## config.mk

```make
export PLATFORM = sky130hd
export DESIGN_NAME = irq_vector_ctrl
export DESIGN_NICKNAME = d
export VERILOG_FILES = /design/src/rtl/irq_vec_pkg.sv /design/src/rtl/ivc_mask.sv /design/src/rtl/ivc_pick.sv /design/src/rtl/ivc_track.sv /design/src/rtl/irq_vector_ctrl.sv
export SDC_FILE = /design/constraint.sdc
export NUM_CORES = 1
export LEC_CHECK = 0
export BUFFER_PORTS_ARGS = -buffer_cell sky130_fd_sc_hd__buf_2
export CAP_MARGIN = 10
export CORE_MARGIN = 2
export CORE_UTILIZATION = 48
export CTS_BUF_LIST = sky130_fd_sc_hd__clkbuf_8
export CTS_CLUSTER_SIZE = 40
export DETAILED_ROUTE_END_ITERATION = 8
export PLACE_DENSITY = 0.94
export SETUP_SLACK_MARGIN = 0.4
export SYNTH_ARGS = -nofsm -noshare
export SYNTH_HDL_FRONTEND = slang
export SYNTH_SLANG_ARGS = --single-unit
```

## constraint.sdc

```tcl
create_clock -name clk -period 2.4 [get_ports clk]
set_clock_uncertainty 0.15 [all_clocks]
set_input_delay 0.12 -clock clk [delete_from_list [all_inputs] [get_ports clk]]
set_output_delay 0.12 -clock clk [all_outputs]
set_load 0.02 [all_outputs]
```

## src/rtl/irq_vec_pkg.sv

```systemverilog
package irq_vec_pkg;

    localparam int unsigned IDX_W     = 3;
    localparam logic [15:0] VEC_BASE  = 16'h0003;
    localparam logic [15:0] VEC_STEP  = 16'h0008;

    typedef enum logic [IDX_W-1:0] {
        SRC_EXT0 = 3'd0,
        SRC_TMR0 = 3'd1,
        SRC_EXT1 = 3'd2,
        SRC_TMR1 = 3'd3,
        SRC_UART = 3'd4,
        SRC_TMR2 = 3'd5
    } src_id_e;

    typedef struct packed {
        logic hi;
        logic lo;
    } svc_t;

    typedef struct packed {
        logic             valid;
        logic [IDX_W-1:0] idx;
    } pick_t;

    function automatic logic [15:0] vec_of(input logic [IDX_W-1:0] idx);
        return VEC_BASE + (16'(idx) * VEC_STEP);
    endfunction

    function automatic logic self_clearing(input logic [IDX_W-1:0] idx);
        return (idx == SRC_TMR0) || (idx == SRC_TMR1) || (idx == SRC_TMR2);
    endfunction

endpackage

```

## src/rtl/ivc_mask.sv

```systemverilog
module ivc_mask #(
    parameter int unsigned N = 6
) (
    input  logic         glob_en,
    input  logic [N-1:0] flag,
    input  logic [N-1:0] en,
    input  logic [N-1:0] hi,
    output logic [N-1:0] req_hi,
    output logic [N-1:0] req_lo
);
    for (genvar g = 0; g < N; g++) begin : g_src
        logic live;
        assign live      = flag[g] & en[g] & glob_en;
        assign req_hi[g] = live & hi[g];
        assign req_lo[g] = live & ~hi[g];
    end
endmodule

```

## src/rtl/ivc_pick.sv

```systemverilog
module ivc_pick
    import irq_vec_pkg::*;
#(
    parameter int unsigned N = 6
) (
    input  logic [N-1:0] req,
    output pick_t        pick
);
    always_comb begin
        pick = '0;
        for (int i = N - 1; i >= 0; i--) begin
            if (req[i]) begin
                pick.valid = 1'b1;
                pick.idx   = IDX_W'(i);
            end
        end
    end

    // the chosen index is a real request and no lower index was requesting
    always_comb begin
        if (pick.valid) begin
            assert_pick_lowest_R5: assert (req[pick.idx] && ((req & ((N'(1) << pick.idx) - N'(1))) == '0));
        end
    end
endmodule

```

## src/rtl/ivc_track.sv

```systemverilog
module ivc_track
    import irq_vec_pkg::*;
(
    input  logic clk,
    input  logic rst,
    input  logic take_hi,
    input  logic take_lo,
    input  logic reti,
    output svc_t svc
);
    svc_t svc_d;

    always_comb begin
        svc_d = svc;
        if (reti) begin
            if (svc.hi) svc_d.hi = 1'b0;
            else        svc_d.lo = 1'b0;
        end
        if (take_hi) svc_d.hi = 1'b1;
        if (take_lo) svc_d.lo = 1'b1;
    end

    always_ff @(posedge clk) begin
        if (rst) svc <= '0;
        else     svc <= svc_d;
    end

    assert_hi_held_R7: assert property (@(posedge clk) disable iff (rst)
        (svc.hi && !reti) |=> svc.hi);
    assert_reti_hi_first_R8: assert property (@(posedge clk) disable iff (rst)
        (reti && svc.hi) |=> !svc.hi);
    assert_reti_lo_next_R8: assert property (@(posedge clk) disable iff (rst)
        (reti && !svc.hi && !take_lo) |=> !svc.lo);
endmodule

```

## src/rtl/irq_vector_ctrl.sv

```systemverilog
module irq_vector_ctrl
    import irq_vec_pkg::*;
#(
    parameter bit HAS_TMR2 = 1'b1,
    localparam int unsigned NSRC = HAS_TMR2 ? 6 : 5
) (
    input  logic            clk,
    input  logic            rst,
    input  logic            glob_en,
    input  logic [NSRC-1:0] src_flag,
    input  logic [NSRC-1:0] src_en,
    input  logic [NSRC-1:0] src_hi,
    input  logic            reti,
    output logic            vec_valid,
    output logic [15:0]     vec_addr,
    output logic [NSRC-1:0] flag_clr,
    output logic [1:0]      svc_level
);
    logic [NSRC-1:0]  req_hi, req_lo;
    pick_t            pick_hi, pick_lo;
    svc_t             svc;
    logic             take_hi, take_lo, take;
    logic [IDX_W-1:0] sel;

    ivc_mask #(.N(NSRC)) u_mask (
        .glob_en (glob_en),
        .flag    (src_flag),
        .en      (src_en),
        .hi      (src_hi),
        .req_hi  (req_hi),
        .req_lo  (req_lo)
    );

    ivc_pick #(.N(NSRC)) u_pick_hi (.req(req_hi), .pick(pick_hi));
    ivc_pick #(.N(NSRC)) u_pick_lo (.req(req_lo), .pick(pick_lo));

    assign take_hi = pick_hi.valid && !svc.hi;
    assign take_lo = !take_hi && pick_lo.valid && !svc.hi && !svc.lo;
    assign take    = take_hi || take_lo;
    assign sel     = take_hi ? pick_hi.idx : pick_lo.idx;

    ivc_track u_track (
        .clk     (clk),
        .rst     (rst),
        .take_hi (take_hi),
        .take_lo (take_lo),
        .reti    (reti),
        .svc     (svc)
    );

    always_ff @(posedge clk) begin
        if (rst) begin
            vec_valid <= 1'b0;
            vec_addr  <= '0;
            flag_clr  <= '0;
        end else begin
            vec_valid <= take;
            if (take) vec_addr <= vec_of(sel);
            flag_clr  <= (take && self_clearing(sel)) ? (NSRC'(1) << sel) : '0;
        end
    end

    assign svc_level = {svc.hi, svc.lo};

    assert_vec_aligned_R3: assert property (@(posedge clk) disable iff (rst)
        vec_valid |-> (vec_addr[2:0] == 3'b011 && vec_addr[15:6] == '0));
    assert_clr_needs_vec_R9: assert property (@(posedge clk) disable iff (rst)
        (flag_clr != '0) |-> (vec_valid && $onehot0(flag_clr)));
    assert_level_marked_R10: assert property (@(posedge clk) disable iff (rst)
        vec_valid |-> (svc_level != 2'b00));
    assert_gated_by_global_R2: assert property (@(posedge clk) disable iff (rst)
        $rose(vec_valid) |-> $past(glob_en));
endmodule

```

## Word level (Yosys, flattened, before mapping)

Index checks and enable logic that the tools add are counted.

- Add/subtract/negate cells: 1
- $mul: 0
- Div/mod/pow operators: 0
- Order comparisons: 0
- Equality and inequality tests: 4
- Shift-type cells: 1
- Muxes and demuxes: 17
- Bitwise operators: 31
- Reductions and logical operators: 15

Operators by type and width:

| operator | number |
|---|---|
| 4-bit 2-to-1 mux | 12 |
| 1-bit AND | 24 |
| 2-bit by 6-bit adder with 7-bit output (first input constant) | 1 |
| 1-bit NOT | 7 |
| 1-bit by 3-bit << shifter with 6-bit output (first input constant) | 1 |
| 1-bit logical AND | 5 |
| 2-bit nonzero test | 2 |
| 3-bit by 1-bit == test with 1-bit output (second input constant) | 1 |
| 3-bit by 2-bit == test with 1-bit output (second input constant) | 1 |
| 3-bit == test (second input constant) | 1 |
| 1-bit logical NOT | 3 |
| 1-bit logical OR | 3 |
| 1-bit 2-to-1 mux | 3 |
| 3-bit 2-to-1 mux | 1 |
| 2-bit 2-to-1 mux | 1 |
| 2-bit inequality test (second input constant) | 1 |
| 2-bit AND reduction | 1 |
| 2-bit OR reduction | 1 |

- Bits in registers: 25
- Bits in latches: 0
- RAM bits: 0
- ROM bits: 0
- Bits of input ports: 22
- Output and inout port bits: 25
- Logic and storage cells: 74
- Memories: 0

## Depth between registers and ports, before layout

Gate-level depths: netlist of the first run.

- Depth in word-level cells: 18
- Depth in mapped cells: 6
- Mapped depth without buffers: 5

## Modules after synthesis

From an unflattened synthesis of the first run, not the netlist that was laid out.

- Cells, all modules: 95
- Area total of the unflattened synthesis: 832.0 sq um

Modules (own cells, without submodules):

| module | times used | cells an instance | area an instance (sq um) |
|---|---|---|---|
| irq_vector_ctrl | 1 | 54 | 524.3 |
| ivc_mask | 1 | 13 | 123.9 |
| ivc_pick | 2 | 10 | 52.6 |
| ivc_track | 1 | 8 | 78.8 |

## Worst setup path after synthesis of the first run

OpenSTA, ideal clock, no wires.

- Kind: reg-to-reg
- Start: register u_track.svc[1] (netlist name)
- End: register vec_addr[3]
- Setup time: 0.134 ns
- Arrival time: 1.344 ns
- Path slack: 0.772 ns
- Cell stages (with the launch flop): 6
- Path buffers: 1
- Cell sequence: dfxtp_1 -> clkbuf_1 -> inv_1 -> o21ai_2 -> mux2i_1 -> a211oi_1

- Cells in the longest elaborated chain, start to end: 7
- Elaborated cells on any way between the ends: 9

RTL lines:

| what | RTL line | text |
|---|---|---|
| 1-bit logical NOT (*) | irq_vector_ctrl.sv:37, irq_vector_ctrl.sv:38 |  |
| parallel branches: the longest is 6 deep, another holds 2-bit by 6-bit adder with 7-bit output | n/a |  |
| end signal, assigned | irq_vector_ctrl.sv:58 | `if (take) vec_addr <= vec_of(sel);` |
| end, declared | irq_vector_ctrl.sv:15 | `output logic [15:0] vec_addr,` |

Every way passes the cells marked *.
A chain may end at the register's enable or synchronous reset.

## Worst setup path in the final report of the first run

- Start: input glob_en
- End: register u_track.svc[1] (netlist name)

- Cells in the longest elaborated chain, start to end: 10
- Elaborated cells on any way between the ends: 21

RTL lines:

| what | RTL line | text |
|---|---|---|
| start, declared | irq_vector_ctrl.sv:9 | `input logic glob_en,` |
| 1-bit AND | ivc_mask.sv:13 | `assign live = flag[g] & en[g] & glob_en;` |
| 1-bit AND | ivc_mask.sv:14 | `assign req_hi[g] = live & hi[g];` |
| 4-bit 2-to-1 mux (5 in series) | ivc_pick.sv:12 | `if (req[i]) begin` |
| 4-bit 2-to-1 mux (*) | ivc_pick.sv:12 |  |
| 1-bit logical AND (*) | irq_vector_ctrl.sv:37 | `assign take_hi = pick_hi.valid && !svc.hi;` |
| 1-bit 2-to-1 mux or 2-bit nonzero test (tied branches) | n/a |  |

Every way passes the cells marked *; elsewhere a longest branch is shown, timed or not.

==> results of run 1 <==
==> layout make-up <==
type,count,area (sq um),area share [%]
multi-input cells,72,490,47.5
flip-flops and latches,13,260,25.2
repair buffers,38,205,19.9
clock buffers,3,41.3,4.00
well taps,16,20.0,1.94
inverters,3,11.3,1.09
clock inverters,1,3.75,0.364
==> synth_stat cells, drive strengths merged, types with 2 or more instances <==
library cell / n
nand3: 3
nand2: 3
nand4: 7
a21oi: 8
and4b: 4
nand4b: 2
nor3: 5
a21boi: 3
o21ai: 2
dfxtp: 13
inv: 3
a211oi: 5
and4: 2
buf: 13
==> logic make-up (layout without fill, tap and decap cells) <==
family	after synthesis	count (layout)
AO/OA/AOI/OAI	24	24
buffers and inverters	17	45
flip-flops	13	13
multiplexers	1	1
other	1	14
AND/OR/NAND/NOR	33	33
==> registers in the layout (all words and copies together), names as in the netlist <==
| name | count |
|---|---|
| vec_valid | 1 |
| vec_addr | 4 |
| u_track.svc | 2 |
| flag_clr | 6 |
==> how the worst max path moves through the flow <==
stage	start	to	slack, ps
after floorplan	u_track.svc[1]	vec_addr[3]	770
after global placement	glob_en	flag_clr[1]	680
after detailed placement	glob_en	flag_clr[5]	610
after CTS	glob_en	u_track.svc[1]	790
after global routing	glob_en	u_track.svc[1]	650
final	glob_en	u_track.svc[1]	760
==> worst min-delay path: stages <==
cell and delay (ps):
buf_2 100, o21ba_2 190, a21oi_1 90, nand2_1 70
a21oi_1 50
==> layer usage <==
layer,global-route usage (%),wire length [um]
met2,36.9,1030
met4,10.6,45
met5,0,0
met1,24.6,833
met3,4.80,82
==> what timing repair did <==
action,4_1_cts,5_1_grt
endpoints found under the hold margin,6,0
hold buffers,3,0
endpoints found under the setup margin,0,0
==> stage by stage <==
step                      power [mW]  hold slack (ps)
final                          0.614              269
after floorplan                0.378             39.1
after CTS                      0.615              257
after global routing           0.641              328
after global placement         0.410              175
after detailed placement       0.416              190
==> power by group <==
group	internal [mW]	leakage (nW)	switching (mW)
sequential	0.234	0.107	0.0123
combinational	0.0659	0.382	0.108
clock	0.113	0.0269	0.0810
total	0.413	0.517	0.201
==> metrics.log, run 1 <==
[metrics] Core Rows: 14
[metrics] post-synthesis simple-gate area fraction: 32.4%
[metrics] number of slew-limit violations in the final report: 0
[metrics] number of global-route vias before repair: between 700 and 800
[metrics] number of enable flip-flop cells after synthesis: 0
[metrics] share of the core filled with cells: 66.2%
[metrics] Synth top area share: 31.8%
[metrics] max-capacitance violation count: 0
[metrics] # port buffers: 35
[metrics] Critical path buffers and inverters: 2
[metrics] Yosys top cell by area: dfxtp_1
[metrics] maximum operating frequency: around 0.61 GHz
[metrics] arrival time at the worst endpoint: 1680 ps
[metrics] number of cells produced by synthesis: ~90
[metrics] end of the worst register-to-register path: u_track.svc[1]
[metrics] Final TNS setup: 0 ps
[metrics] Sinks on Clock Net: 13
[metrics] antenna diode instance count: 0
[metrics] synthesized-area fraction occupied by xor and xnor cells: 0%
[metrics] number of antenna violations at the first check in global routing: 0
[metrics] number of buffers inserted to repair setup after CTS: 0
[metrics] min Tclk post-route: roughly 1600 ps
[metrics] Top cell by count, worst path: nand4_1
[metrics] Worst VDD drop: between 300 and 400 uV
[metrics] Max FO, Critical Path: 14
[metrics] source of the worst hold timing path: src_hi[4]
[metrics] total power density per cell area: around 600 nW/um^2
[metrics] Leak: around 0.52 nW
[metrics] mean number of vias per cell: roughly 5.7
[metrics] chip width: roughly 45 um
[metrics] cell class contributing the biggest share of worst-path delay: buffers and inverters
[metrics] total CTS buffers: 3
[metrics] endpoint of the worst hold path: u_track.svc[0]
[metrics] effective utilization at floorplan: 52.5%
[metrics] post-route antenna net violation count: 0
[metrics] clock buffer depth: 2
[metrics] Cell Count Post-Placement: 139
[metrics] global-route wire length before repair: around 3.1 mm
[metrics] iteration-0 DRC count of the detailed router: 16
[metrics] root buffer selected by CTS: clkbuf_8
[metrics] part of the cycle the worst path needs: 68.2%
[metrics] IO Pins: 47
[metrics] worst-skew pair later-pin latency: 250 ps
[metrics] CORE AREA: 1560 sq um
[metrics] total routing resource utilization after global routing: 21.4%
[metrics] pre-CTS setup slack: 606 ps
[metrics] largest net degree at the start of global routing: 15
[metrics] Fin. Hold Viols: 0
[metrics] net count reported at finish: 153
[metrics] class of the worst hold path: input pin to register
[metrics] post-detailed-placement cell area: between 900 and 1000 sq um
[metrics] area growth from synthesis to layout: 26.1%
[metrics] TritonCTS clock tree: yes
[metrics] share of the yosys chip area belonging to registers: approximately a third
[metrics] commonest non-fill, non-tap cells in the layout: buf_2 (35), conb_1 (14), dfxtp_1 (13), a21oi_1 (8), nand4_1 (7)
[metrics] Cell Chain, Critical Path: buf_2, nand4_1, nand4_1, nor3_1, a211oi_1, dlygate4sd3_1
[metrics] stage delay of the slowest cell on the critical path: 570 ps
[metrics] slowest CP cell: dlygate4sd3_1
[metrics] Vias: approximately 840
[metrics] largest family of logic cells by synthesized area: simple AND/OR/NAND/NOR gates
[metrics] async set or reset register ratio after synthesis: 0%
[metrics] WL/cell: 13.6 um
[metrics] Final Worst Setup Slack: ~760 ps
[metrics] Resized Gates After CTS: 0
[metrics] FF+latch count, synth: 13
[metrics] Most used DFF post-synth: dfxtp_1
[metrics] most frequent standard cell in the layout excluding fill and tap cells: buf_2
[metrics] minimum setup slack among reg-to-reg paths: roughly 760 ps
[metrics] worst reg2reg startpoint: u_track.svc[1]
[metrics] CP startpoint kind: input pin
[metrics] largest cells by area after synthesis: dfxtp_1 (32%), buf_4 (11%), nand4_1 (5.4%), a21oi_1 (4.9%), a211oi_1 (4.6%)
[metrics] clock transition time at the flip-flop clock pins of the worst setup and hold paths: 60 ps
[metrics] share of final-layout standard cells stronger than drive strength 1: 35.4%
[metrics] kind of capture point of the worst setup path: register
[metrics] Final setup violation count: 0
[metrics] Crit path depth: 6
[metrics] combined area of all synthesized cells: 818 sq um
[metrics] share of cell area taken by muxes after synthesis: 1.22%
[metrics] synthesized-area fraction occupied by ao, oa, aoi and oai cells: 19.9%
[metrics] HPWL reported at the end of detailed placement: about 1.5 mm
[metrics] Syn. warnings: 0
[metrics] Cell Count, Final, Fillers Out: 146
[metrics] DIE HEIGHT: 45.3 um
[metrics] weighted congestion reported at the end of routability-driven placement: 0.767
[metrics] adder and majority cell fraction of the synthesized area: 0%
[metrics] Total Routed Length: 1.99 mm
[metrics] total number of H-tree levels: 1
[metrics] Remaining DRCs: 0
[metrics] depth of the most critical reg-to-reg path: 3
[metrics] die area: approximately 2100 sq um
[metrics] fill cell count: 118
[metrics] required time of the worst setup path: between 2000 and 2500 ps
[metrics] summed area of non-filler cells in the final layout: 1030 sq um
[metrics] number of cells on the worst hold path: 5
[metrics] result of the run: completed
[metrics] average cell area after synthesis: approximately 9.2 sq um
[metrics] total overflow reported by the global router: 0
[metrics] setup repair after global routing missed its margin: no
[metrics] kind of critical path: input pin to register
[metrics] number of distinct library cells after synthesis: 34
[metrics] number of optimization iterations in the first detailed-route pass: 4
Note: power is estimated with default switching activity, not from simulation.
==> run 2: changes to the inputs <==
--- a/config.mk
+++ b/config.mk
@@ -8,11 +8,11 @@
 export BUFFER_PORTS_ARGS = -buffer_cell sky130_fd_sc_hd__buf_2
 export CAP_MARGIN = 10
 export CORE_MARGIN = 2
-export CORE_UTILIZATION = 48
+export CORE_UTILIZATION = 45
 export CTS_BUF_LIST = sky130_fd_sc_hd__clkbuf_8
 export CTS_CLUSTER_SIZE = 40
 export DETAILED_ROUTE_END_ITERATION = 8
-export PLACE_DENSITY = 0.94
+export PLACE_DENSITY = 0.9
 export SETUP_SLACK_MARGIN = 0.4
 export SYNTH_ARGS = -nofsm -noshare
 export SYNTH_HDL_FRONTEND = slang
==> constraint.sdc (replaced) <==
create_clock -name clk -period 1.6 [get_ports clk]
set_clock_uncertainty 0.15 [all_clocks]
set_input_delay 0.08 -clock clk [delete_from_list [all_inputs] [get_ports clk]]
set_output_delay 0.08 -clock clk [all_outputs]
set_load 0.02 [all_outputs]
==> metrics.log, run 2 (synthesis gave the netlist of run 1 again) <==
[metrics] result of the run: completed
[metrics] number of global-route vias before repair: roughly 770
[metrics] total power density per cell area: 803 nW/um^2
[metrics] die area: approximately 2200 sq um
[metrics] arrival time at the worst endpoint: 1400 ps
[metrics] Leak: 0.587 nW
[metrics] register name with the most flops: flag_clr
[metrics] Cell Count Post-Placement: 154
[metrics] fill cell count: 134
[metrics] Sinks on Clock Net: 13
[metrics] largest net degree at the start of global routing: 10
[metrics] maximum operating frequency: 0.711 GHz
[metrics] combinational fraction of design power: between 30% and 40%
[metrics] net count reported at finish: 162
[metrics] DIE HEIGHT: 46.6 um
[metrics] clock network fraction of total power: ~29%
[metrics] effective utilization at floorplan: between 40% and 50%
[metrics] Final setup violation count: 0
[metrics] largest registers: flag_clr: 6 flops, vec_addr: 4 flops, u_track.svc: 2 flops
[metrics] Fin. Hold Viols: 0
[metrics] Core Rows: 15
[metrics] # port buffers: 35
[metrics] Remaining DRCs: 0
[metrics] Vias: 850
[metrics] worst-skew pair later-pin latency: 240 ps
[metrics] mean number of vias per cell: 5.18
[metrics] number of optimization iterations in the first detailed-route pass: 4
[metrics] class of the worst hold path: input pin to register
[metrics] Total Routed Length: between 2 and 2.5 mm
[metrics] Worst VDD drop: 657 uV
[metrics] Cell Count, Final, Fillers Out: about 160
[metrics] iteration-0 DRC count of the detailed router: 11
[metrics] total CTS buffers: 3
[metrics] setup repair after global routing missed its margin: yes
[metrics] area growth from synthesis to layout: 48.0%
[metrics] HPWL reported at the end of detailed placement: between 1.5 and 2 mm
[metrics] internal power: 657 uW
[metrics] post-detailed-placement cell area: 1020 sq um
[metrics] WL/cell: 13.9 um
[metrics] part of the cycle the worst path needs: 87.8%
[metrics] TritonCTS clock tree: yes
[metrics] CP startpoint kind: input pin
[metrics] number of antenna violations at the first check in global routing: 0
[metrics] sw frac: between 30% and 40%
[metrics] NetSw: 316 uW
[metrics] number of slew-limit violations in the final report: 0
[metrics] chip width: 46.6 um
[metrics] weighted congestion reported at the end of routability-driven placement: 0.853
[metrics] post-route antenna net violation count: 0
[metrics] Max FO, Critical Path: 4
[metrics] kind of capture point of the worst setup path: register
[metrics] kind of critical path: input pin to register
[metrics] summed area of non-filler cells in the final layout: around 1200 sq um
[metrics] min Tclk post-route: roughly 1400 ps
[metrics] Flop pwr share: 38.2%
[metrics] max reg flops: 6
[metrics] total number of H-tree levels: 1
[metrics] global-route wire length before repair: 3.31 mm
[metrics] IO Pins: between 40 and 50
[metrics] root buffer selected by CTS: clkbuf_8
[metrics] most frequent standard cell in the layout excluding fill and tap cells: buf_2
[metrics] clock transition time at the flip-flop clock pins of the worst setup and hold paths: 50 ps
[metrics] clock buffer depth: 2
[metrics] total overflow reported by the global router: 0
[metrics] max-capacitance violation count: 0
[metrics] total routing resource utilization after global routing: 21.3%
[metrics] required time of the worst setup path: 1600 ps
[metrics] share of final-layout standard cells stronger than drive strength 1: 46.0%
[metrics] worst-case hold slack: roughly 65 ps
[metrics] antenna diode instance count: 0
[metrics] CORE AREA: 1730 sq um
[metrics] commonest non-fill, non-tap cells in the layout: buf_2 (33), conb_1 (14), dfxtp_1 (12), buf_4 (8)
-- run 2: critical path, cell delays in order --
cell and delay, ps:
buf_2 100, nand4b_1 260, nor4bb_4 230, a211o_1 280, a21o_1 210, nor4b_2 230
-- run 2: power by group through the flow --
stage / Sequential (mW) / Clock (mW) / Combinational, mW
final: 0.372 / 0.279 / 0.322
after CTS: 0.372 / 0.281 / 0.298
after detailed placement: 0.377 / 0 / 0.265
after floorplan: 0.403 / 0 / 0.174
after global placement: 0.374 / 0 / 0.259
after global routing: 0.375 / 0.299 / 0.346
-- run 2: cell type report --
class / instances / area [sq um] / area share [%]
inverters: 3 / 13.8 / 1.14
repair buffers: 47 / 317 / 26.1
flip-flops and latches: 13 / 264 / 21.8
multi-input cells: 72 / 541 / 44.6
clock buffers: 3 / 41.3 / 3.41
well taps: 25 / 31.3 / 2.58
clock inverters: 1 / 3.75 / 0.310
-- run 2: what timing repair did --
item	4_1_cts	5_1_grt
pin swaps	6	4
hold buffers	2	0
endpoints found under the setup margin	9	10
hold endpoints to repair	6	0
gates resized for setup	14	5
cloned	0	1
setup buffers	1	2
-- run 2: worst paths after layout --
path | slack [ps] | to | cells past startpoint | startpoint
max | 190 | flag_clr[1] | 6 | src_hi[2]
min | 70 | vec_valid | 3 | rst
max reg2reg | 210 | flag_clr[1] | 5 | u_track.svc[1]
min reg2reg | 360 | vec_addr[5] | 2 | vec_addr[5]
-- run 2: routing by layer --
| metal | wire length [um] | vias up | global-route usage (%) | share of wire (%) |
|---|---|---|---|---|
| li1 | - | 424 | - | - |
| met1 | 955 | 400 | 24.0 | 42 |
| met5 | 0 | - | 0 | 0 |
| met4 | 19 | 0 | 3.89 | 0.84 |
| met2 | 1210 | 22 | 39.4 | 53 |
| met3 | 91 | 4 | 6.27 | 4.0 |
-- run 2: through the flow --
| stage | utilization [%] | worst slack [ps] | total power [mW] | TNS (ps) |
|---|---|---|---|---|
| after floorplan | - | 180 | 0.577 | 0 |
| final | 70.1 | 194 | 0.973 | 0 |
| after detailed placement | 59.3 | -72.8 | 0.642 | -186 |
| after global routing | 70.1 | 124 | 1.02 | 0 |
| after CTS | 66.4 | 224 | 0.951 | 0 |
| after global placement | 59.3 | 14.3 | 0.633 | 0 |
==> run 3: changes to the inputs <==
==> constraint.sdc (replaced) <==
create_clock -name clk -period 1.3 [get_ports clk]
set_clock_uncertainty 0.15 [all_clocks]
set_input_delay 0.065 -clock clk [delete_from_list [all_inputs] [get_ports clk]]
set_output_delay 0.065 -clock clk [all_outputs]
set_load 0.02 [all_outputs]
==> metrics.log, run 3 (synthesis gave the netlist of run 1 again) <==
[metrics] arrival time at the worst endpoint: roughly 1400 ps
[metrics] part of the cycle the worst path needs: 110%
[metrics] NetSw: approximately 450 uW
[metrics] die area: about 2200 sq um
[metrics] depth of the most critical reg-to-reg path: 3
[metrics] min Tclk post-route: 1430 ps
[metrics] Sinks on Clock Net: 13
[metrics] commonest non-fill, non-tap cells in the layout: buf_4 (23), buf_6 (20), buf_2 (16), conb_1 (14), dfxtp_2 (8)
[metrics] DIE HEIGHT: 46.6 um
[metrics] total number of H-tree levels: 1
[metrics] sw frac: 33.3%
[metrics] Leak: 0.683 nW
[metrics] chip width: between 40 and 50 um
[metrics] result of the run: finished, violations left
[metrics] effective utilization at floorplan: 47.4%
[metrics] iteration-0 DRC count of the detailed router: 66
[metrics] Worst VDD drop: 593 uV
[metrics] share of final-layout standard cells stronger than drive strength 1: 62.1%
[metrics] kind of capture point of the worst setup path: register
[metrics] total CTS buffers: 3
[metrics] setup repair after global routing missed its margin: yes
[metrics] Final Power: between 1 and 1.5 mW
[metrics] required time of the worst setup path: 1260 ps
[metrics] end of the worst register-to-register path: flag_clr[1]
[metrics] IO Pins: 47
[metrics] max reg flops: 6
[metrics] clock network fraction of total power: 26.2%
[metrics] most frequent standard cell in the layout excluding fill and tap cells: buf_4
[metrics] internal power: 912 uW
[metrics] Final Worst Setup Slack: -131 ps
[metrics] net count reported at finish: between 150 and 200
[metrics] summed area of non-filler cells in the final layout: roughly 1400 sq um
[metrics] Final TNS setup: -687 ps
[metrics] Core Rows: 15
[metrics] Cell Count Post-Placement: 160
[metrics] number of slew-limit violations in the final report: 0
[metrics] total routing resource utilization after global routing: between 30% and 40%
[metrics] register name with the most flops: flag_clr
[metrics] number of global-route vias before repair: 1002
[metrics] minimum setup slack among reg-to-reg paths: -100 ps
[metrics] antenna diode instance count: 0
[metrics] root buffer selected by CTS: clkbuf_8
[metrics] # port buffers: 35
[metrics] Vias: around 1000
[metrics] endpoint of the worst hold path: u_track.svc[1]
[metrics] CORE AREA: approximately 1700 sq um
[metrics] worst-case hold slack: -121 ps
[metrics] Max FO, Critical Path: 4
[metrics] worst reg2reg startpoint: u_track.svc[1]
[metrics] total overflow reported by the global router: 0
[metrics] global-route wire length before repair: 4.51 mm
[metrics] total power density per cell area: 950 nW/um^2
[metrics] clock transition time at the flip-flop clock pins of the worst setup and hold paths: ~60 ps
[metrics] WL/cell: 19.9 um
[metrics] area growth from synthesis to layout: 75.8%
[metrics] Fin. Hold Viols: 6
[metrics] Cell Count, Final, Fillers Out: 178
[metrics] kind of critical path: input pin to register
[metrics] combinational fraction of design power: 39.3%
[metrics] Flop pwr share: 34.6%
[metrics] post-detailed-placement cell area: 1070 sq um
[metrics] number of antenna violations at the first check in global routing: 0
[metrics] worst-skew pair later-pin latency: 240 ps
[metrics] HPWL reported at the end of detailed placement: between 1.5 and 2 mm
[metrics] source of the worst hold timing path: reti
[metrics] number of cells on the worst hold path: 2
[metrics] Remaining DRCs: 0
[metrics] Final setup violation count: 7
[metrics] mean number of vias per cell: 5.85
[metrics] post-route antenna net violation count: 0
[metrics] clock buffer depth: 2
[metrics] TritonCTS clock tree: yes
[metrics] Total Routed Length: ~3.5 mm
[metrics] CP startpoint kind: input pin
[metrics] violated checks: negative hold slack, negative setup slack
[metrics] class of the worst hold path: input pin to register
[metrics] max-capacitance violation count: 0
[metrics] weighted congestion reported at the end of routability-driven placement: between 0.8 and 0.9
[metrics] maximum operating frequency: 0.699 GHz
[metrics] largest net degree at the start of global routing: 8
[metrics] largest registers: flag_clr: 6 flops, vec_addr: 4 flops, u_track.svc: 2 flops
[metrics] number of optimization iterations in the first detailed-route pass: 4
run 3: routing by layer:
layer	track usage, %	vias to the layer above	wire length, um
met4	20.0	0	222
met3	12.9	24	293
met1	27.8	490	1280
met2	53.3	81	1740
met5	5.71	-	0
li1	-	446	-
run 3: per-stage QoR:
step | hold slack (ps) | util (%) | setup slack (ps)
after floorplan | -19.7 | - | -105
after global placement | 111 | 62.0 | -279
after detailed placement | 118 | 62.0 | -406
after CTS | -141 | 77.9 | -27.8
after global routing | -127 | 83.3 | -204
final | -121 | 83.3 | -131
run 3: power groups by stage:
stage	Sequential (mW)	Combinational, mW	Clock [mW]
finish	0.472	0.537	0.358
global route	0.473	0.562	0.382
CTS	0.466	0.457	0.359
detailed placement	0.463	0.354	0
global placement	0.461	0.339	0
floorplan	0.496	0.214	0
run 3: how the worst max path moves through the flow:
stage               from           to  slack (ps)  cells past startpoint
5_1_grt        src_hi[2]  flag_clr[1]        -200                      6
2_1_floorplan  src_hi[5]  flag_clr[1]        -110                      5
3_3_place_gp     glob_en  vec_addr[3]        -280                      7
3_5_place_dp     glob_en  vec_addr[4]        -410                      7
6_report       src_hi[2]  vec_addr[3]        -130                      7
4_1_cts          glob_en  vec_addr[3]         -30                      7
run 3: timing repair:
action / 4_1_cts / 5_1_grt
gates resized for setup: 51 / 13
buffers inserted: 7 / 6
cloned: 1 / 0
endpoints found under the setup margin: 24 / 24
hold endpoints to repair: 6 / 6
pin swaps: 10 / 4
run 3: layout make-up:
cell class | count | area (sq um)
Clock buffer | 3 | 41.3
Clock inverter | 1 | 3.75
Fill cell | 93 | 288
Inverter | 3 | 11.3
Multi-Input combinational cell | 72 | 549
Sequential cell | 13 | 282
Tap cell | 25 | 31.3
Timing Repair Buffer | 61 | 520
run 3: worst max-delay path, stage by stage:
cell	delay (ps)
buf_2	100
nand4b_1	230
buf_4	200
a21oi_1	200
a21oi_1	140
mux2i_2	330
a211oi_1	120
